===== config.mk =====
export PLATFORM = sky130hd
export DESIGN_NAME = pin_irq_unit
export DESIGN_NICKNAME = d
export VERILOG_FILES = /design/src/rtl/pin_irq_pkg.sv /design/src/rtl/pin_irq_sync.sv /design/src/rtl/pin_irq_channel.sv /design/src/rtl/pin_irq_regs.sv /design/src/rtl/pin_irq_unit.sv
export SDC_FILE = /design/constraint.sdc
export NUM_CORES = 1
export LEC_CHECK = 0
export ABC_AREA = 1
export BUFFER_PORTS_ARGS = -buffer_cell sky130_fd_sc_hd__buf_4
export CELL_PAD_IN_SITES_DETAIL_PLACEMENT = 0
export CELL_PAD_IN_SITES_GLOBAL_PLACEMENT = 1
export CORE_UTILIZATION = 39
export DETAILED_ROUTE_END_ITERATION = 10
export HOLD_SLACK_MARGIN = 0.02
export PLACE_DENSITY = 0.86
export SYNTH_ARGS = -nofsm -noshare
export SYNTH_HDL_FRONTEND = slang
export SYNTH_SLANG_ARGS = --single-unit

===== constraint.sdc =====
create_clock -name clk -period 2.5 [get_ports clk]
set_clock_uncertainty 0.1 [all_clocks]
set_input_delay 0.125 -clock clk [delete_from_list [all_inputs] [get_ports clk]]
set_output_delay 0.125 -clock clk [all_outputs]
set_load 0.02 [all_outputs]

===== src/rtl/pin_irq_pkg.sv =====
package pin_irq_pkg;

    localparam int DATA_W = 32;
    localparam int ADDR_W = 8;

    // Register selector decoded from the byte address
    typedef enum logic [3:0] {
        SEL_MODE,
        SEL_RENA,
        SEL_RSET,
        SEL_RCLR,
        SEL_FENA,
        SEL_FSET,
        SEL_FCLR,
        SEL_RDET,
        SEL_FDET,
        SEL_STAT,
        SEL_NONE
    } reg_sel_e;

    typedef struct packed {
        logic              we;
        reg_sel_e          sel;
        logic [DATA_W-1:0] data;
    } wr_cmd_t;

    function automatic reg_sel_e decode_sel(input logic [ADDR_W-1:0] a);
        reg_sel_e s;
        case (a)
            8'h00:   s = SEL_MODE;
            8'h04:   s = SEL_RENA;
            8'h08:   s = SEL_RSET;
            8'h0C:   s = SEL_RCLR;
            8'h10:   s = SEL_FENA;
            8'h14:   s = SEL_FSET;
            8'h18:   s = SEL_FCLR;
            8'h1C:   s = SEL_RDET;
            8'h20:   s = SEL_FDET;
            8'h24:   s = SEL_STAT;
            default: s = SEL_NONE;
        endcase
        return s;
    endfunction

    // Next value of an enable vector given its direct, set and clear selectors
    function automatic logic [DATA_W-1:0] next_enable(
        input wr_cmd_t           cmd,
        input reg_sel_e          sel_load,
        input reg_sel_e          sel_set,
        input reg_sel_e          sel_clr,
        input logic [DATA_W-1:0] old
    );
        logic [DATA_W-1:0] n;
        n = old;
        if (cmd.we) begin
            if (cmd.sel == sel_load)      n = cmd.data;
            else if (cmd.sel == sel_set)  n = old | cmd.data;
            else if (cmd.sel == sel_clr)  n = old & ~cmd.data;
        end
        return n;
    endfunction

    // Sticky capture with write-one-to-clear; a new event wins
    function automatic logic [DATA_W-1:0] sticky_next(
        input logic [DATA_W-1:0] old,
        input logic [DATA_W-1:0] clr,
        input logic [DATA_W-1:0] evt
    );
        return (old & ~clr) | evt;
    endfunction

endpackage


===== src/rtl/pin_irq_sync.sv =====
module pin_irq_sync #(
    parameter int W = 8
) (
    input  logic         clk,
    input  logic         rst,
    input  logic [W-1:0] raw_i,
    output logic [W-1:0] cur_o,
    output logic [W-1:0] rise_o,
    output logic [W-1:0] fall_o
);
    localparam int STAGES = 2;

    logic [W-1:0] stage_q [STAGES];
    logic [W-1:0] prev_q;

    always_ff @(posedge clk) begin
        if (rst) begin
            for (int i = 0; i < STAGES; i++) stage_q[i] <= '0;
            prev_q <= '0;
        end else begin
            stage_q[0] <= raw_i;
            for (int i = 1; i < STAGES; i++) stage_q[i] <= stage_q[i-1];
            prev_q <= stage_q[STAGES-1];
        end
    end

    assign cur_o  = stage_q[STAGES-1];
    assign rise_o = stage_q[STAGES-1] & ~prev_q;
    assign fall_o = ~stage_q[STAGES-1] & prev_q;
endmodule


===== src/rtl/pin_irq_channel.sv =====
module pin_irq_channel (
    input  logic clk,
    input  logic rst,
    input  logic level_mode_i,
    input  logic en_rise_i,
    input  logic en_fall_i,
    input  logic cur_i,
    input  logic rise_i,
    input  logic fall_i,
    input  logic stat_clr_i,
    output logic status_o
);
    logic pend_q;
    logic edge_hit;
    logic level_hit;

    assign edge_hit  = (rise_i & en_rise_i) | (fall_i & en_fall_i);
    assign level_hit = en_rise_i & (cur_i == en_fall_i);

    always_ff @(posedge clk) begin
        if (rst)               pend_q <= 1'b0;
        else if (level_mode_i) pend_q <= 1'b0;
        else                   pend_q <= (pend_q & ~stat_clr_i) | edge_hit;
    end

    assign status_o = level_mode_i ? level_hit : pend_q;
endmodule


===== src/rtl/pin_irq_regs.sv =====
module pin_irq_regs
    import pin_irq_pkg::*;
#(
    parameter int NUM_CH = 8
) (
    input  logic              clk,
    input  logic              rst,
    input  wr_cmd_t           cmd_i,
    input  logic [NUM_CH-1:0] rise_ev_i,
    input  logic [NUM_CH-1:0] fall_ev_i,
    output logic [NUM_CH-1:0] mode_o,
    output logic [NUM_CH-1:0] ena_rise_o,
    output logic [NUM_CH-1:0] ena_fall_o,
    output logic [NUM_CH-1:0] rise_det_o,
    output logic [NUM_CH-1:0] fall_det_o,
    output logic [NUM_CH-1:0] stat_clr_o
);
    logic [NUM_CH-1:0] wdata;
    logic [NUM_CH-1:0] rdet_clr;
    logic [NUM_CH-1:0] fdet_clr;
    logic [DATA_W-1:0] er_next;
    logic [DATA_W-1:0] ef_next;
    logic [DATA_W-1:0] rd_next;
    logic [DATA_W-1:0] fd_next;

    assign wdata      = cmd_i.data[NUM_CH-1:0];
    assign rdet_clr   = (cmd_i.we && cmd_i.sel == SEL_RDET) ? wdata : '0;
    assign fdet_clr   = (cmd_i.we && cmd_i.sel == SEL_FDET) ? wdata : '0;
    assign stat_clr_o = (cmd_i.we && cmd_i.sel == SEL_STAT) ? wdata : '0;

    assign er_next = next_enable(cmd_i, SEL_RENA, SEL_RSET, SEL_RCLR, DATA_W'(ena_rise_o));
    assign ef_next = next_enable(cmd_i, SEL_FENA, SEL_FSET, SEL_FCLR, DATA_W'(ena_fall_o));
    assign rd_next = sticky_next(DATA_W'(rise_det_o), DATA_W'(rdet_clr), DATA_W'(rise_ev_i));
    assign fd_next = sticky_next(DATA_W'(fall_det_o), DATA_W'(fdet_clr), DATA_W'(fall_ev_i));

    always_ff @(posedge clk) begin
        if (rst) begin
            mode_o     <= '0;
            ena_rise_o <= '0;
            ena_fall_o <= '0;
            rise_det_o <= '0;
            fall_det_o <= '0;
        end else begin
            if (cmd_i.we && cmd_i.sel == SEL_MODE) mode_o <= wdata;
            ena_rise_o <= er_next[NUM_CH-1:0];
            ena_fall_o <= ef_next[NUM_CH-1:0];
            rise_det_o <= rd_next[NUM_CH-1:0];
            fall_det_o <= fd_next[NUM_CH-1:0];
        end
    end
endmodule


===== src/rtl/pin_irq_unit.sv =====
module pin_irq_unit
    import pin_irq_pkg::*;
#(
    parameter int NUM_CH = 8
) (
    input  logic              clk,
    input  logic              rst,
    input  logic [NUM_CH-1:0] pin_i,
    input  logic [7:0]        addr_i,
    input  logic              wr_en_i,
    input  logic [31:0]       wr_data_i,
    output logic [31:0]       rd_data_o,
    output logic [NUM_CH-1:0] irq_o
);
    wr_cmd_t           cmd;
    reg_sel_e          rsel;
    logic [NUM_CH-1:0] pin_cur;
    logic [NUM_CH-1:0] rise_ev;
    logic [NUM_CH-1:0] fall_ev;
    logic [NUM_CH-1:0] mode_q;
    logic [NUM_CH-1:0] ena_rise_q;
    logic [NUM_CH-1:0] ena_fall_q;
    logic [NUM_CH-1:0] rise_det_q;
    logic [NUM_CH-1:0] fall_det_q;
    logic [NUM_CH-1:0] stat_clr;
    logic [NUM_CH-1:0] status;

    assign rsel     = decode_sel(addr_i);
    assign cmd.we   = wr_en_i;
    assign cmd.sel  = rsel;
    assign cmd.data = wr_data_i;

    pin_irq_sync #(.W(NUM_CH)) i_sync (
        .clk   (clk),
        .rst   (rst),
        .raw_i (pin_i),
        .cur_o (pin_cur),
        .rise_o(rise_ev),
        .fall_o(fall_ev)
    );

    pin_irq_regs #(.NUM_CH(NUM_CH)) i_regs (
        .clk       (clk),
        .rst       (rst),
        .cmd_i     (cmd),
        .rise_ev_i (rise_ev),
        .fall_ev_i (fall_ev),
        .mode_o    (mode_q),
        .ena_rise_o(ena_rise_q),
        .ena_fall_o(ena_fall_q),
        .rise_det_o(rise_det_q),
        .fall_det_o(fall_det_q),
        .stat_clr_o(stat_clr)
    );

    for (genvar n = 0; n < NUM_CH; n++) begin : g_ch
        pin_irq_channel i_ch (
            .clk         (clk),
            .rst         (rst),
            .level_mode_i(mode_q[n]),
            .en_rise_i   (ena_rise_q[n]),
            .en_fall_i   (ena_fall_q[n]),
            .cur_i       (pin_cur[n]),
            .rise_i      (rise_ev[n]),
            .fall_i      (fall_ev[n]),
            .stat_clr_i  (stat_clr[n]),
            .status_o    (status[n])
        );
    end

    assign irq_o = status;

    always_comb begin
        rd_data_o = '0;
        case (rsel)
            SEL_MODE: rd_data_o = DATA_W'(mode_q);
            SEL_RENA: rd_data_o = DATA_W'(ena_rise_q);
            SEL_FENA: rd_data_o = DATA_W'(ena_fall_q);
            SEL_RDET: rd_data_o = DATA_W'(rise_det_q);
            SEL_FDET: rd_data_o = DATA_W'(fall_det_q);
            SEL_STAT: rd_data_o = DATA_W'(status);
            default:  rd_data_o = '0;   // aliases and unmapped
        endcase
    end
endmodule


==> flow_summary_export.csv, run 1 <==
group,metric,value,unit
global_routing,grt_remaining_overflow,0,
clock_tree,clk_pin_slew,0.08,ns
final_layout,final_area,4250,sq um
critical_path,end_kind,"output pin",
floorplanning,pin_count,91,
run,cap_violations,0,
clock_tree,clock-root-buffer,"clkbuf_8",
place,globalplace.congestion,0.8357,
critical_path,crit_required,2.28,ns
final_layout,nNetsFinal,624,
timing,setup_violations,0,
drt,wl_per_cell,12.94,um
drt,num_vias,3271,
drt,first_iter_violations,307,
power_and_ir_drop,power_density,549.1,nW/um^2
outcome,violations,"DRC",
synth,ys_types,25,
critical_path,crit_fanout,3,
final_layout,fillCellCount,870,
critical_path,crit_path_max_incr_delay,0.36,ns
drt,postRouteWirelength,8876,um
drt,drc_errors,12,
floorplanning,dieArea,9563,sq um
clock_tree,cts_tree,"yes",
clock_tree,clock_latency,0.35,ns
power_and_ir_drop,combPwrFrac,0.085,
critical_path,path_class,"flop to output pin",
synth,ys_warn_count,0,
final_layout,layout-drive-gt1-share,0.1574,
place,io_buffers,42,
critical_path,cp_common_cell,"nand2_1",
global_routing,antenna_found_initial,0,
timing,fmax,0.5426,GHz
timing,finalCritPeriodShare,0.7372,
synth,synth_xor_area_frac,0,
drt,dr.pass1.iters,7,
final_layout,synthToLayoutAreaGrowth,18.78,%
floorplanning,start_util,0.4064,
place,dp.cells,653,
drt,ant_nets,0,
synth,syn_area,3578,sq um
clock_tree,clock_path_buffers,2,
clock_tree,cts_buffers,9,
synth,synthMuxAreaShare,0,
power_and_ir_drop,leakage,1.718,nW
floorplanning,dieWidth,97.79,um
timing,hold_violations,0,
place,placed_area,3874,sq um
power_and_ir_drop,finalPower,2.334,mW
synth,syn_area_per_cell,6.935,sq um
floorplanning,die_y,97.79,um
power_and_ir_drop,p_clk_frac,0.406,
final_layout,antennaDiodeCount,0,
global_routing,grt_max_degree,59,
synth,yosys.area_share.adder,0,
critical_path,cp.arrival,1.62,ns
timing,tns,0,ns
clock_tree,cts_repair_resize_count,0,
global_routing,grt_pass1_wl,14530,um
critical_path,start_kind,"flop",
synth,netlist_instances,516,
timing,slew_viol_final,0,
drt,avgViaCountPerCell,4.768,
synth,yosys.area_share.simple,0.2762,
final_layout,layout_commonest_cell,"nand2_1",
power_and_ir_drop,power_switching,0.5730,mW
final_layout,fin_cells,686,
synth,synthArstFlopShare,0,
synth,synth_top_family_by_area,"simple AND/OR/NAND/NOR gates",
global_routing,grt_pass1_vias,3013,
power_and_ir_drop,switching_share,0.2455,
critical_path,slowest_stage,"dfxtp_1",
clock_tree,ctsHtreeMaxLevel,3,
power_and_ir_drop,internal_power,1.761,mW
floorplanning,fp-row-count,34,
synth,synth-edff-count,0,
clock_tree,cts.sinks,72,
timing,setup_ws,0.6570,ns
global_routing,grt.total_usage,0.1952,
worst_hold_path,hp-class,"input pin to flop",
place,dp_hpwl,5949,um
power_and_ir_drop,p_seq_frac,0.509,
synth,synth_ff_type,"dfxtp_1",
timing,min_period,1.843,ns
synth,ys_seq_area_frac,0.4028,
place,pre_cts_slack,0.6868,ns
critical_path,path_cells,"inv_1 > nand2_1 > nand3_1 > o21ai_0 > nand2_1 > nand2_1 > a21oi_1 > nand4_1 > buf_4",
floorplanning,core_area,8806,sq um
clock_tree,post_cts_buffers,0,
timing,worst_pin_slew,0.6420,ns
final_layout,final_cell_mix,"nand2_1 (115), dfxtp_1 (72), inv_1 (71)",
power_and_ir_drop,vdd_drop_max,0.2326,mV
outcome,status,"finished, violations left",
timing,grt_setup_unrepaired,"no",
synth,ys_ff_latch,72,
synth,synth_compound_area_frac,0.1622,
timing,slew_headroom,0.5697,
## routing by layer
layer,vias up,GRT usage,share of wire
met4,0,0.08275,0.013
met3,9,0.04868,0.059
met2,89,0.3077,0.47
met1,1464,0.2546,0.46
met5,-,0,0
li1,1709,-,-
## power by group through the flow
stage          Combinational (mW)  Clock [mW]  Sequential [mW]
2_1_floorplan               0.142           0             1.21
3_5_place_dp                0.176           0             1.21
6_report                    0.198       0.948             1.19
4_1_cts                     0.197       0.967             1.19
3_3_place_gp                0.174           0             1.21
5_1_grt                     0.221        1.02             1.19
## metrics by stage
| step | hold slack (ns) | util |
|---|---|---|
| after floorplan | 0.1320 | - |
| after global placement | 0.2254 | 0.4399 |
| after detailed placement | 0.2329 | 0.4399 |
| after CTS | 0.1624 | 0.4827 |
| after global routing | 0.1923 | 0.4827 |
| final | 0.1653 | 0.4827 |
## worst max-delay path, delay by kind of cell, from the launching register on
kind,cells,cell delay (ns)
AOI/OAI and AO/OA,2,0.32
and+or+nand+nor,5,0.35
buffers and inverters,2,0.23
DFF,1,0.36
## cell usage after synthesis (all sizes together) (2+ instances only)
cell,number,area share
nand3,26,0.043
dfxtp,72,0.40
o21ai,43,0.060
inv,72,0.076
nor2,61,0.078
or2,6,0.010
a21oi,42,0.059
nand4,9,0.016
buf,35,0.074
a211oi,13,0.027
nand2,118,0.13
o22ai,6,0.010
a31oi,2,0.0035
clkbuf,8,0.0084
## logic make-up after synthesis
kind of cell    after synthesis
compound gates              107
simple gates                221
flops                        72
buf+inv                     115
other cells                   1
## final cells by class
cell class                 instances  area [sq um]  area share
multi-input combinational        352          1659      0.3903
sequential                        72          1441      0.3391
timing repair buffer              66         538.0      0.1266
inverter                          72         270.3     0.06359
clock buffer                      11         151.4     0.03562
tap                              108         135.1     0.03179
clock inverter                     5         55.05     0.01295
## final timing paths
kind         slack, ns  depth (start not counted)                  start              endpoint
max               0.66                          9                   flop          rd_data_o[2]
min               0.17                          2                    rst  i_sync.stage_q[0][7]
max reg2reg       1.17                          5  i_sync.stage_q[0][13]   g_ch[5].i_ch.pend_q
min reg2reg       0.30                          2   i_sync.stage_q[0][1]  i_sync.stage_q[0][9]
## repair_timing
| item | in CTS | in global routing |
|---|---|---|
| hold buffers | 17 | 0 |
| endpoints found under the setup margin | 0 | 0 |
| endpoints found under the hold margin | 32 | 0 |
Power figures use the tool's default switching activity.
==> inputs of run 2 (changes only) <==
- ABC_AREA: 1 -> 0
- PLACE_DENSITY: 0.86 -> 0.82
- clock period: 2.5 -> 1.88 ns (I/O delays scaled with it)
==> flow_summary_export.csv, run 2 <==
group,metric,value,unit
outcome,status,"finished, violations left",
outcome,violations,"DRC",
final_layout,antennaDiodeCount,0,
synth,synth.most_common_cell,"dfxtp_1",
synth,ys_seq_area_frac,0.4024,
timing,tns,0,ns
drt,drc_errors,12,
global_routing,grt_pass1_wl,14920,um
clock_tree,ctsHtreeMaxLevel,3,
place,dp_hpwl,6159,um
final_layout,synthToLayoutAreaGrowth,19.25,%
clock_tree,clk_pin_slew,0.07,ns
critical_path,r2r-start,"i_sync.stage_q[0][15]",
floorplanning,dieArea,9573,sq um
synth,yosys.area.top_type_share,0.4024,
timing,setup_violations,0,
clock_tree,cts_tree,"yes",
synth,syn_area,3582,sq um
global_routing,grt_max_degree,25,
global_routing,use_met1,0.2645,
timing,slew_viol_final,0,
critical_path,cp.arrival,1.60,ns
clock_tree,clock_path_buffers,2,
floorplanning,start_util,0.4068,
clock_tree,cts.sinks,72,
final_layout,seq_area,1441,sq um
clock_tree,clock_latency,0.35,ns
run,cap_violations,0,
final_layout,multi_input_area,1810,sq um
power_and_ir_drop,power_density,682.3,nW/um^2
timing,grt_setup_unrepaired,"no",
synth,ys_ff_latch,72,
final_layout,final_area,4272,sq um
worst_hold_path,hold_start,"rst",
place,globalplace.congestion,0.7968,
synth,ys_warn_count,0,
timing,hold_violations,0,
drt,num_vias,3116,
clock_tree,clock-root-buffer,"clkbuf_8",
floorplanning,fp-row-count,34,
final_layout,nNetsFinal,512,
timing,min_period,1.795,ns
synth,synth_top_area_cell,"dfxtp_1",
timing,finalCritPeriodShare,0.9547,
final_layout,final_cell_mix,"dfxtp_1 (72), buf_4 (71), nor2b_1 (46)",
final_layout,fillCellCount,857,
drt,dr.pass1.iters,11,
global_routing,grt_remaining_overflow,0,
critical_path,path_class,"flop to output pin",
clock_tree,cts_buffers,9,
synth,synth_ff_type,"dfxtp_1",
power_and_ir_drop,vdd_drop_max,0.4368,mV
place,io_buffers,42,
final_layout,layout_commonest_cell,"dfxtp_1",
floorplanning,die_y,97.84,um
global_routing,grt.busiest_layer,"met2",
critical_path,crit_fanout,4,
floorplanning,core_area,8806,sq um
place,placed_area,3970,sq um
synth,synthArstFlopShare,0,
power_and_ir_drop,leakage,1.747,nW
drt,postRouteWirelength,9004,um
final_layout,layout-drive-gt1-share,0.1922,
critical_path,start_kind,"flop",
critical_path,crit_required,1.69,ns
synth,synth_area_leaders,"dfxtp_1 (40%), nor2b_1 (8.0%), buf_4 (6.7%)",
drt,wl_per_cell,15.77,um
global_routing,grt_pass1_vias,2926,
global_routing,grt_use_met2,0.3164,
global_routing,grt.total_usage,0.1984,
synth,ys_types,40,
global_routing,antenna_found_initial,0,
drt,first_iter_violations,208,
global_routing,grtUsageMet3,0.03221,
synth,synth_common_cells,"dfxtp_1 (72), nor2b_1 (46), buf_4 (32)",
synth,netlist_instances,402,
synth,synth-edff-count,0,
timing,fmax,0.5572,GHz
drt,avgViaCountPerCell,5.457,
critical_path,end_kind,"output pin",
drt,ant_nets,0,
worst_hold_path,hp-class,"input pin to flop",
floorplanning,pin_count,91,
synth,syn_area_per_cell,8.911,sq um
floorplanning,dieWidth,97.84,um
[run 2: worst paths after layout]
path	endpoint	slack [ns]	depth (start not counted)
max	rd_data_o[7]	0.09	5
min	i_regs.mode_o[5]	0.03	2
max reg2reg	g_ch[7].i_ch.pend_q	0.77	3
min reg2reg	i_sync.stage_q[0][15]	0.34	1
[run 2: layout make-up]
cell class | instances | share of cell area
clock buffers | 11 | 0.03076
clock inverters | 2 | 0.002343
inverters | 8 | 0.007030
multi-input cells | 282 | 0.4238
flip-flops and latches | 72 | 0.3374
well taps | 108 | 0.03163
repair buffers | 88 | 0.1670
[run 2: power by group]
| part | leakage [nW] | switching [mW] | internal (mW) |
|---|---|---|---|
| logic | 1.09 | 0.210 | 0.145 |
| registers | 0.586 | 0.0186 | 1.56 |
| clock network | 0.0749 | 0.527 | 0.453 |
| total | 1.75 | 0.755 | 2.16 |
[run 2: metrics by stage]
stage	utilization	hold WS, ns	std cells	total power [mW]	worst slack, ns
floorplan	-	0.1222	425	1.860	0.4365
global placement	0.4508	0.2054	542	1.936	0.2017
detailed placement	0.4508	0.2096	542	1.940	0.1902
CTS	0.4851	0.02445	571	2.939	0.06829
global route	0.4851	0.03688	571	3.044	0.02279
finish	0.4851	0.02736	571	2.915	0.08521
[run 2: layer usage]
metal / share of wire / wire length, um / up-vias
met5: 0 / 0 / -
li1: - / - / 1509
met4: 0.020 / 180 / 0
met3: 0.044 / 394 / 19
met1: 0.47 / 4262 / 1508
met2: 0.46 / 4166 / 80
[run 2: cells by family after synthesis]
kind of cell	share of synthesized area
and+or+nand+nor	0.2305
AOI/OAI and AO/OA	0.1855
DFF	0.4024
buffers and inverters	0.1163
muxes	0.04471
xor gates and xnor gates	0.01956
other	0.001047
[run 2: repair_timing]
| action | CTS | global route |
|---|---|---|
| hold buffers | 16 | 0 |
| hold endpoints to repair | 37 | 0 |
| resized for setup | 0 | 0 |
| setup buffers | 0 | 0 |
[run 2: worst max-delay path, cell delays in order (launching register included)]
cell and delay, ns:
dfxtp_1 0.40, xnor2_1 0.10, nand3_1 0.08, o21ai_0 0.13, a221o_1 0.39, buf_4 0.16
==> inputs of run 3 (changes only) <==
- CELL_PAD_IN_SITES_DETAIL_PLACEMENT: 0 -> 1
==> flow_summary_export.csv, run 3 (synthesis gave the netlist of run 2 again) <==
group,metric,value,unit
clock_tree,cts_tree,"yes",
worst_hold_path,hp-class,"input pin to flop",
global_routing,grt_max_degree,25,
clock_tree,clock_path_buffers,2,
final_layout,fin_cells,574,
outcome,violations,"DRC",
place,dp.cells,542,
clock_tree,clk_pin_slew,0.07,ns
floorplanning,start_util,0.4068,
global_routing,grt_pass1_wl,16390,um
floorplanning,die_y,97.84,um
critical_path,path_class,"flop to output pin",
drt,avgViaCountPerCell,5.490,
power_and_ir_drop,power_density,735.0,nW/um^2
critical_path,crit_required,1.69,ns
timing,grt_setup_unrepaired,"no",
timing,slew_viol_final,0,
timing,finalCritPeriodShare,0.9471,
drt,num_vias,3151,
critical_path,cp.arrival,1.59,ns
outcome,status,"finished, violations left",
floorplanning,dieArea,9573,sq um
run,cap_violations,0,
global_routing,grt_pass1_vias,3260,
clock_tree,cts_buffers,9,
global_routing,antenna_found_initial,0,
power_and_ir_drop,finalPower,3.183,mW
power_and_ir_drop,vdd_drop_max,0.4577,mV
critical_path,regToRegEndpoint,"g_ch[7].i_ch.pend_q",
critical_path,start_kind,"flop",
final_layout,synthToLayoutAreaGrowth,20.89,%
timing,fmax,0.5616,GHz
global_routing,grt.total_usage,0.2183,
timing,min_period,1.781,ns
critical_path,crit_fanout,4,
critical_path,end_kind,"output pin",
clock_tree,cts.sinks,72,
floorplanning,pin_count,91,
drt,postRouteWirelength,9973,um
final_layout,final_cell_mix,"dfxtp_1 (71), buf_4 (71), nor2b_1 (46)",
floorplanning,dieWidth,97.84,um
timing,timing.hold.ws,0.04234,ns
critical_path,r2r_cells,3,
clock_tree,clock-root-buffer,"clkbuf_8",
place,pre_cts_slack,0.1894,ns
power_and_ir_drop,leakage,1.776,nW
floorplanning,fp-row-count,34,
clock_tree,clock_latency,0.35,ns
critical_path,rrSetupSlack,0.74,ns
place,io_buffers,42,
drt,ant_nets,0,
global_routing,grt_remaining_overflow,0,
critical_path,r2r-start,"i_sync.stage_q[0][15]",
clock_tree,ctsHtreeMaxLevel,3,
timing,tns,0,ns
place,dp_hpwl,6926,um
timing,hold_violations,0,
critical_path,worstSetupEndpoint,"rd_data_o[4]",
final_layout,antennaDiodeCount,0,
timing,setup_ws,0.09948,ns
drt,first_iter_violations,197,
drt,drc_errors,12,
floorplanning,core_area,8806,sq um
final_layout,nNetsFinal,512,
drt,dr.pass1.iters,8,
final_layout,layout-drive-gt1-share,0.1996,
place,globalplace.congestion,0.7968,
timing,setup_violations,0,
drt,wl_per_cell,17.37,um
==> run 3: through the flow <==
step             util  area (sq um)
6_report       0.4918          4330
3_5_place_dp   0.4508          3970
5_1_grt        0.4918          4330
2_1_floorplan       -          3669
3_3_place_gp   0.4508          3970
4_1_cts        0.4916          4329
==> run 3: power breakdown <==
group	internal, mW	switching, mW
Sequential	1.56	0.0199
Combinational	0.145	0.216
Clock	0.683	0.559
==> run 3: repair_timing <==
item / CTS / global route
hold buffers: 16 / 0
buffers inserted: 0 / 0
setup endpoints to repair: 0 / 1
resized for setup: 0 / 1
hold endpoints to repair: 35 / 0
==> run 3: final cells by class <==
class	count	area [sq um]
fillers	1039	4476
multi-input cells	282	1810
flip-flops and latches	72	1443
repair buffers	88	713.2
clock buffers	13	158.9
well taps	108	135.1
clock inverters	3	40.04
inverters	8	30.03
==> run 3: critical path: stages (launching register included) <==
cell	delay, ns
dfxtp_1	0.42
xnor2_1	0.10
nand3_1	0.08
o21ai_1	0.11
a221o_1	0.38
buf_4	0.16
==> run 3: worst min-delay path by stage <==
stage,start,to,slack (ns),cells past startpoint
after floorplan,pin_i[0],i_sync.stage_q[0][0],0.12,1
after global placement,pin_i[7],i_sync.stage_q[0][7],0.21,2
after detailed placement,pin_i[4],i_sync.stage_q[0][4],0.21,2
after CTS,rst,i_regs.fall_det_o[5],0.03,2
after global routing,rst,i_regs.fall_det_o[4],0.03,2
final,rst,i_regs.fall_det_o[4],0.04,2
==> run 3: routing by layer <==
metal / vias to the layer above / wire, um / global-route usage
li1: 1509 / - / -
met1: 1537 / 4523 / 0.2829
met2: 92 / 4880 / 0.3640
met3: 13 / 437 / 0.04653
met4: 0 / 131 / 0.06410
met5: - / 0 / 0
